$ cat src/rtl/blkcfg_slave.sv
module blkcfg_slave #(
  parameter int NREG = 6,
  parameter logic [6:0] DEV_ADDR = 7'h69,
  parameter logic [NREG*8-1:0] RST_VAL = {{(NREG-1){8'hFF}}, 8'h00}
) (
  input  logic              clk,
  input  logic              rst_n,
  input  logic              scl_i,
  input  logic              sda_i,
  output logic              sda_oe,
  output logic [NREG*8-1:0] cfg_o
);
  localparam int CW = $clog2(NREG + 3);
  localparam logic [CW-1:0] SAT = CW'(NREG + 2);

  typedef enum logic [2:0] {S_IDLE, S_RX, S_HOLD, S_ACK, S_TX, S_MACK, S_WAIT} st_t;

  st_t st;
  logic [2:0] scl_p, sda_p, bitc;
  logic [7:0] sr, txbyte;
  logic [CW-1:0] cnt;
  logic is_addr, rw, nack, mack;

  always_ff @(posedge clk or negedge rst_n)
    if (!rst_n) begin
      scl_p <= '1;
      sda_p <= '1;
    end else begin
      scl_p <= {scl_p[1:0], scl_i};
      sda_p <= {sda_p[1:0], sda_i};
    end

  wire start_det = scl_p[1] & scl_p[2] & sda_p[2] & ~sda_p[1];
  wire stop_det  = scl_p[1] & scl_p[2] & ~sda_p[2] & sda_p[1];
  wire rise      = scl_p[1] & ~scl_p[2];
  wire fall      = ~scl_p[1] & scl_p[2];
  wire [7:0] byte_in = {sr[6:0], sda_p[1]};
  wire rx_done   = (st == S_RX) && rise && (bitc == 3'd7);
  wire we        = rx_done && !is_addr && !rw && (cnt >= CW'(2)) && (cnt < SAT);
  wire [CW-1:0] widx = cnt - CW'(2);

  always_comb begin
    txbyte = 8'hFF;
    if (cnt == '0) txbyte = 8'(NREG);
    else if (cnt <= CW'(NREG)) txbyte = cfg_o[(32'(cnt) - 1) * 8 +: 8];
  end

  always_ff @(posedge clk or negedge rst_n)
    if (!rst_n) begin
      st <= S_IDLE; bitc <= '0; sr <= '0; cnt <= '0;
      is_addr <= 1'b0; rw <= 1'b0; nack <= 1'b0; mack <= 1'b0;
    end else if (start_det) begin
      st <= S_RX; bitc <= '0; is_addr <= 1'b1; cnt <= '0;
    end else if (stop_det) begin
      st <= S_IDLE;
    end else begin
      case (st)
        S_RX: if (rise) begin
          sr <= byte_in;
          bitc <= bitc + 3'd1;
          if (bitc == 3'd7) begin
            st <= S_HOLD;
            is_addr <= 1'b0;
            if (is_addr) begin
              rw <= byte_in[0];
              nack <= byte_in[7:1] != DEV_ADDR;
            end else begin
              nack <= 1'b0;
              if (cnt != SAT) cnt <= cnt + CW'(1);
            end
          end
        end
        S_HOLD: if (fall) st <= nack ? S_WAIT : S_ACK;
        S_ACK: if (fall) begin
          bitc <= '0;
          if (rw) begin
            st <= S_TX; sr <= txbyte;
            if (cnt != SAT) cnt <= cnt + CW'(1);
          end else st <= S_RX;
        end
        S_TX: if (fall) begin
          if (bitc == 3'd7) st <= S_MACK;
          else begin
            sr <= {sr[6:0], 1'b1};
            bitc <= bitc + 3'd1;
          end
        end
        S_MACK: begin
          if (rise) mack <= ~sda_p[1];
          if (fall) begin
            if (mack) begin
              st <= S_TX; sr <= txbyte; bitc <= '0;
              if (cnt != SAT) cnt <= cnt + CW'(1);
            end else st <= S_WAIT;
          end
        end
        default: ;
      endcase
    end

  for (genvar k = 0; k < NREG; k++) begin : g_reg
    always_ff @(posedge clk or negedge rst_n)
      if (!rst_n) cfg_o[k*8 +: 8] <= RST_VAL[k*8 +: 8];
      else if (we && widx == CW'(k)) cfg_o[k*8 +: 8] <= byte_in;
  end

  assign sda_oe = (st == S_ACK) || (st == S_TX && !sr[7]);

  p_reset_default_r1: assert property (@(posedge clk) disable iff (!rst_n)
    $rose(rst_n) |-> (cfg_o == RST_VAL && !sda_oe));
  p_store_only_on_data_r5: assert property (@(posedge clk) disable iff (!rst_n)
    !we |=> $stable(cfg_o));
  p_index_in_range_r6: assert property (@(posedge clk) disable iff (!rst_n)
    we |-> (widx < CW'(NREG)));
  p_quiet_after_nack_r9: assert property (@(posedge clk) disable iff (!rst_n)
    (st == S_WAIT) |-> !sda_oe);
  p_release_on_stop_r10: assert property (@(posedge clk) disable iff (!rst_n)
    stop_det |=> !sda_oe);
  p_drive_only_ack_or_read_r7: assert property (@(posedge clk) disable iff (!rst_n)
    sda_oe |-> (st == S_ACK || (st == S_TX && rw)));
endmodule

$ cat config.mk
export PLATFORM = sky130hd
export DESIGN_NAME = blkcfg_slave
export DESIGN_NICKNAME = d
export VERILOG_FILES = /design/src/rtl/blkcfg_slave.sv
export SDC_FILE = /design/constraint.sdc
export NUM_CORES = 1
export LEC_CHECK = 0
export BUFFER_PORTS_ARGS = -buffer_cell sky130_fd_sc_hd__buf_4
export CORE_MARGIN = 3
export CORE_UTILIZATION = 40
export DETAILED_ROUTE_END_ITERATION = 8
export PLACE_DENSITY_LB_ADDON = 0.2
export SLEW_MARGIN = 20
export SYNTH_ARGS = -nofsm -noshare
export SYNTH_HDL_FRONTEND = slang
export SYNTH_SLANG_ARGS = --single-unit
$ cat constraint.sdc
create_clock -name clk -period 2.4 [get_ports clk]
set_input_delay 0.24 -clock clk [delete_from_list [all_inputs] [get_ports clk]]
set_output_delay 0.24 -clock clk [all_outputs]
set_load 0.03 [all_outputs]
==> results.json <==
{
  "skew_ns": 0.0100,
  "grt_pass1_vias": 3163,
  "drtIter0Drc": 144,
  "dieArea_mm2": 0.0116,
  "setup_viol": 0,
  "rows": 36,
  "worstReg2RegEnd": "cfg_o[9]",
  "path_max_fanout": 10,
  "vias": 3068,
  "clkPwrFrac": 0.258,
  "arrival_ns": 2.50,
  "vias_per_cell": 5.50,
  "cts_tree": "done",
  "synth_top_cell_area_share": 0.292,
  "finish.utilization": 0.507,
  "synth-seq-cells": 76,
  "mappedNetlistArea_mm2": 0.00414,
  "relSlewSlack": 0.645,
  "synth_cells": 347,
  "multi_input_area_mm2": 0.00204,
  "powerDensity_mw_per_mm2": 752,
  "post-place-ws_ns": 0.114,
  "finalCriticalPeriod_ns": 2.23,
  "fp.dieW_um": 108,
  "clk_pin_slew_ns": 0.08,
  "synth.area.top_cells": "dfstp_2 (29%), dfrtp_1 (18%), mux2_2 (15%)",
  "seq_power_share": 0.439,
  "status": "finished, final reports clean",
  "cts.path.max_buffers": 2,
  "p_switching_mw": 1.39,
  "synthesis.nets": 363,
  "syn_to_final_growth_pct": 21.5,
  "end_kind": "register",
  "min-delay-start": "sda_p[0]",
  "critPathRequiredTime_ns": 2.67,
  "holdCritPathClass": "register to register",
  "clkLatencyLatePin_ns": 0.34,
  "hold_end": "sda_p[1]",
  "intPower_mw": 2.39,
  "comb_power_share": 0.303,
  "seq_area_frac_synth": 0.474,
  "worstReg2RegStart": "scl_p[1]",
  "n_antenna_cell": 0,
  "ff2ff_setup_slack_ns": 0.17,
  "first_pass_iters": 4,
  "clock-sinks": 76,
  "switching_share": 0.369,
  "start_kind": "register",
  "drive_above_1_share": 0.499,
  "fillers": 893,
  "synth_largest_area_cell": "dfstp_2",
  "min_period_over_period": 0.927,
  "numCtsBuffers": 9,
  "place.gp.congestion": 0.828,
  "final_hold_viol_count": 0,
  "ant_nets": 0,
  "h-tree-depth": 3,
  "grt_max_degree": 42,
  "nets": 436,
  "die_y_um": 108,
  "start_util": 0.417,
  "drc": 0,
  "mostFrequentLayoutCells": "buf_4 (78), mux2_2 (54), dfstp_2 (46), dfrtp_1 (30), nand2_1 (26)",
  "final_common_cell": "buf_4",
  "grt_usage": 0.186,
  "dpl.hpwl_um": 7300,
  "cap_violations": 0,
  "clockRootBuffer": "clkbuf_8",
  "yosysWarnings": 0,
  "synth_cell_types": 56,
  "grt-ovfl-total": 0,
  "grt_pass1_wl_um": 16900,
  "synth-edff-count": 0,
  "whs_path_depth": 0,
  "tightest_slew_ns": 0.532,
  "async_flop_share": 1.00,
  "critPathKind": "register to register",
  "slew_viol_final": 0,
  "fp.coreArea_mm2": 0.00991,
  "total_leakage_power_nw": 2.30,
  "seq_area_mm2": 0.00196,
  "antenna_found_initial": 0,
  "max_freq_mhz": 449,
  "io_pins": 53,
  "synth-main-ff-cell": "dfstp_2",
  "synth.avg_cell_area_um2": 11.9,
  "portBuffers": 52,
  "wirelength_um": 10300,
  "rr_worst_depth": 7,
  "rsz0062_at_grt": "no",
  "timing.final.ws_setup_ns": 0.174,
  "wire_per_inst_um": 18.4,
  "fin_tns_setup_ns": 0,
  "ir_drop_uv": 343
}
routing by layer:
metal | GRT usage | part of all wire | vias to the layer above
met5 | 0 | 0 | -
met2 | 0.289 | 0.46 | 88
met4 | 0.0532 | 0.018 | 0
li1 | - | - | 1419
met1 | 0.254 | 0.46 | 1547
met3 | 0.0546 | 0.061 | 14
Yosys cell counts (all sizes together) (3+ instances only):
master and count:
nand3 4, nand2b 6, mux4 3, dfstp 46, nor2b 9, nor4 7
ha 12, o21ai 13, clkbuf 8, a31oi 13, inv 11, a211oi 8
mux2 54, buf 12, a21oi 3, nand4b 6, nand2 26, and3 6
mux2i 17, nand3b 3, dfrtp 30, nand4 5, nor2 13
stage by stage:
stage / instances / instance area (um^2) / hold slack [ns] / total power [mW]
6_report: 558 / 5030 / 0.358 / 3.78
4_1_cts: 556 / 4990 / 0.359 / 3.78
2_1_floorplan: 347 / 4140 / -0.0556 / 2.43
3_3_place_gp: 537 / 4770 / 0.256 / 2.76
3_5_place_dp: 537 / 4770 / 0.259 / 2.78
5_1_grt: 558 / 5030 / 0.362 / 4.03
worst max-delay path, stage by stage, from the launching register on:
cell and delay (ns):
dfstp_2 0.62, nor3b_2 0.28, nand3_2 0.19, a41oi_4 0.28
buf_4 0.17, nand4_2 0.14, buf_4 0.21, mux2_2 0.27
worst max-delay path by stage:
stage | startpoint | endpoint | slack, ns | depth (start not counted)
2_1_floorplan | cnt[2] | cfg_o[32] | 0.24 | 7
3_3_place_gp | scl_p[1] | cfg_o[35] | 0.14 | 6
3_5_place_dp | scl_p[1] | cfg_o[21] | 0.11 | 5
4_1_cts | scl_p[1] | cfg_o[16] | 0.1 | 5
5_1_grt | bitc[0] | sr[2] | 0.03 | 8
6_report | scl_p[1] | cfg_o[9] | 0.17 | 7
flip-flops by register name, summed over array words and instances, names as in the netlist:
signal	flops
nack	1
cfg_o	48
rw	1
sda_p	3
st	3
scl_p	3
mack	1
is_addr	1
sr	8
bitc	3
cnt	4
what timing repair did:
action | 4_1_cts | 5_1_grt
gates resized for setup | 0 | 3
endpoints found under the hold margin | 22 | 0
buffers inserted | 0 | 2
hold buffers | 3 | 0
setup endpoints to repair | 0 | 20
kinds of logic after synthesis:
logic type,count (synthesis),synth area share
simple gates,95,0.142
flops,76,0.474
mux,74,0.204
compound gates,56,0.101
buf+inv,31,0.0369
fa+ha+maj,12,0.0363
xor+xnor,3,0.00635
area by class of cell:
class,instances,area share
clock buffer,11,0.0261
clock inverter,5,0.0122
inverter,11,0.00822
multi-input combinational,240,0.406
sequential,76,0.390
tap,133,0.0331
timing repair buffer,82,0.125
power by group through the flow:
stage,Sequential [mW],Combinational (mW),Clock (mW)
detailed placement,1.68,1.11,0
floorplan,1.56,0.872,0
CTS,1.65,1.12,1.00
finish,1.66,1.15,0.976
global placement,1.67,1.10,0
global route,1.68,1.29,1.05
No activity file was read; power rests on OpenSTA's default activity.
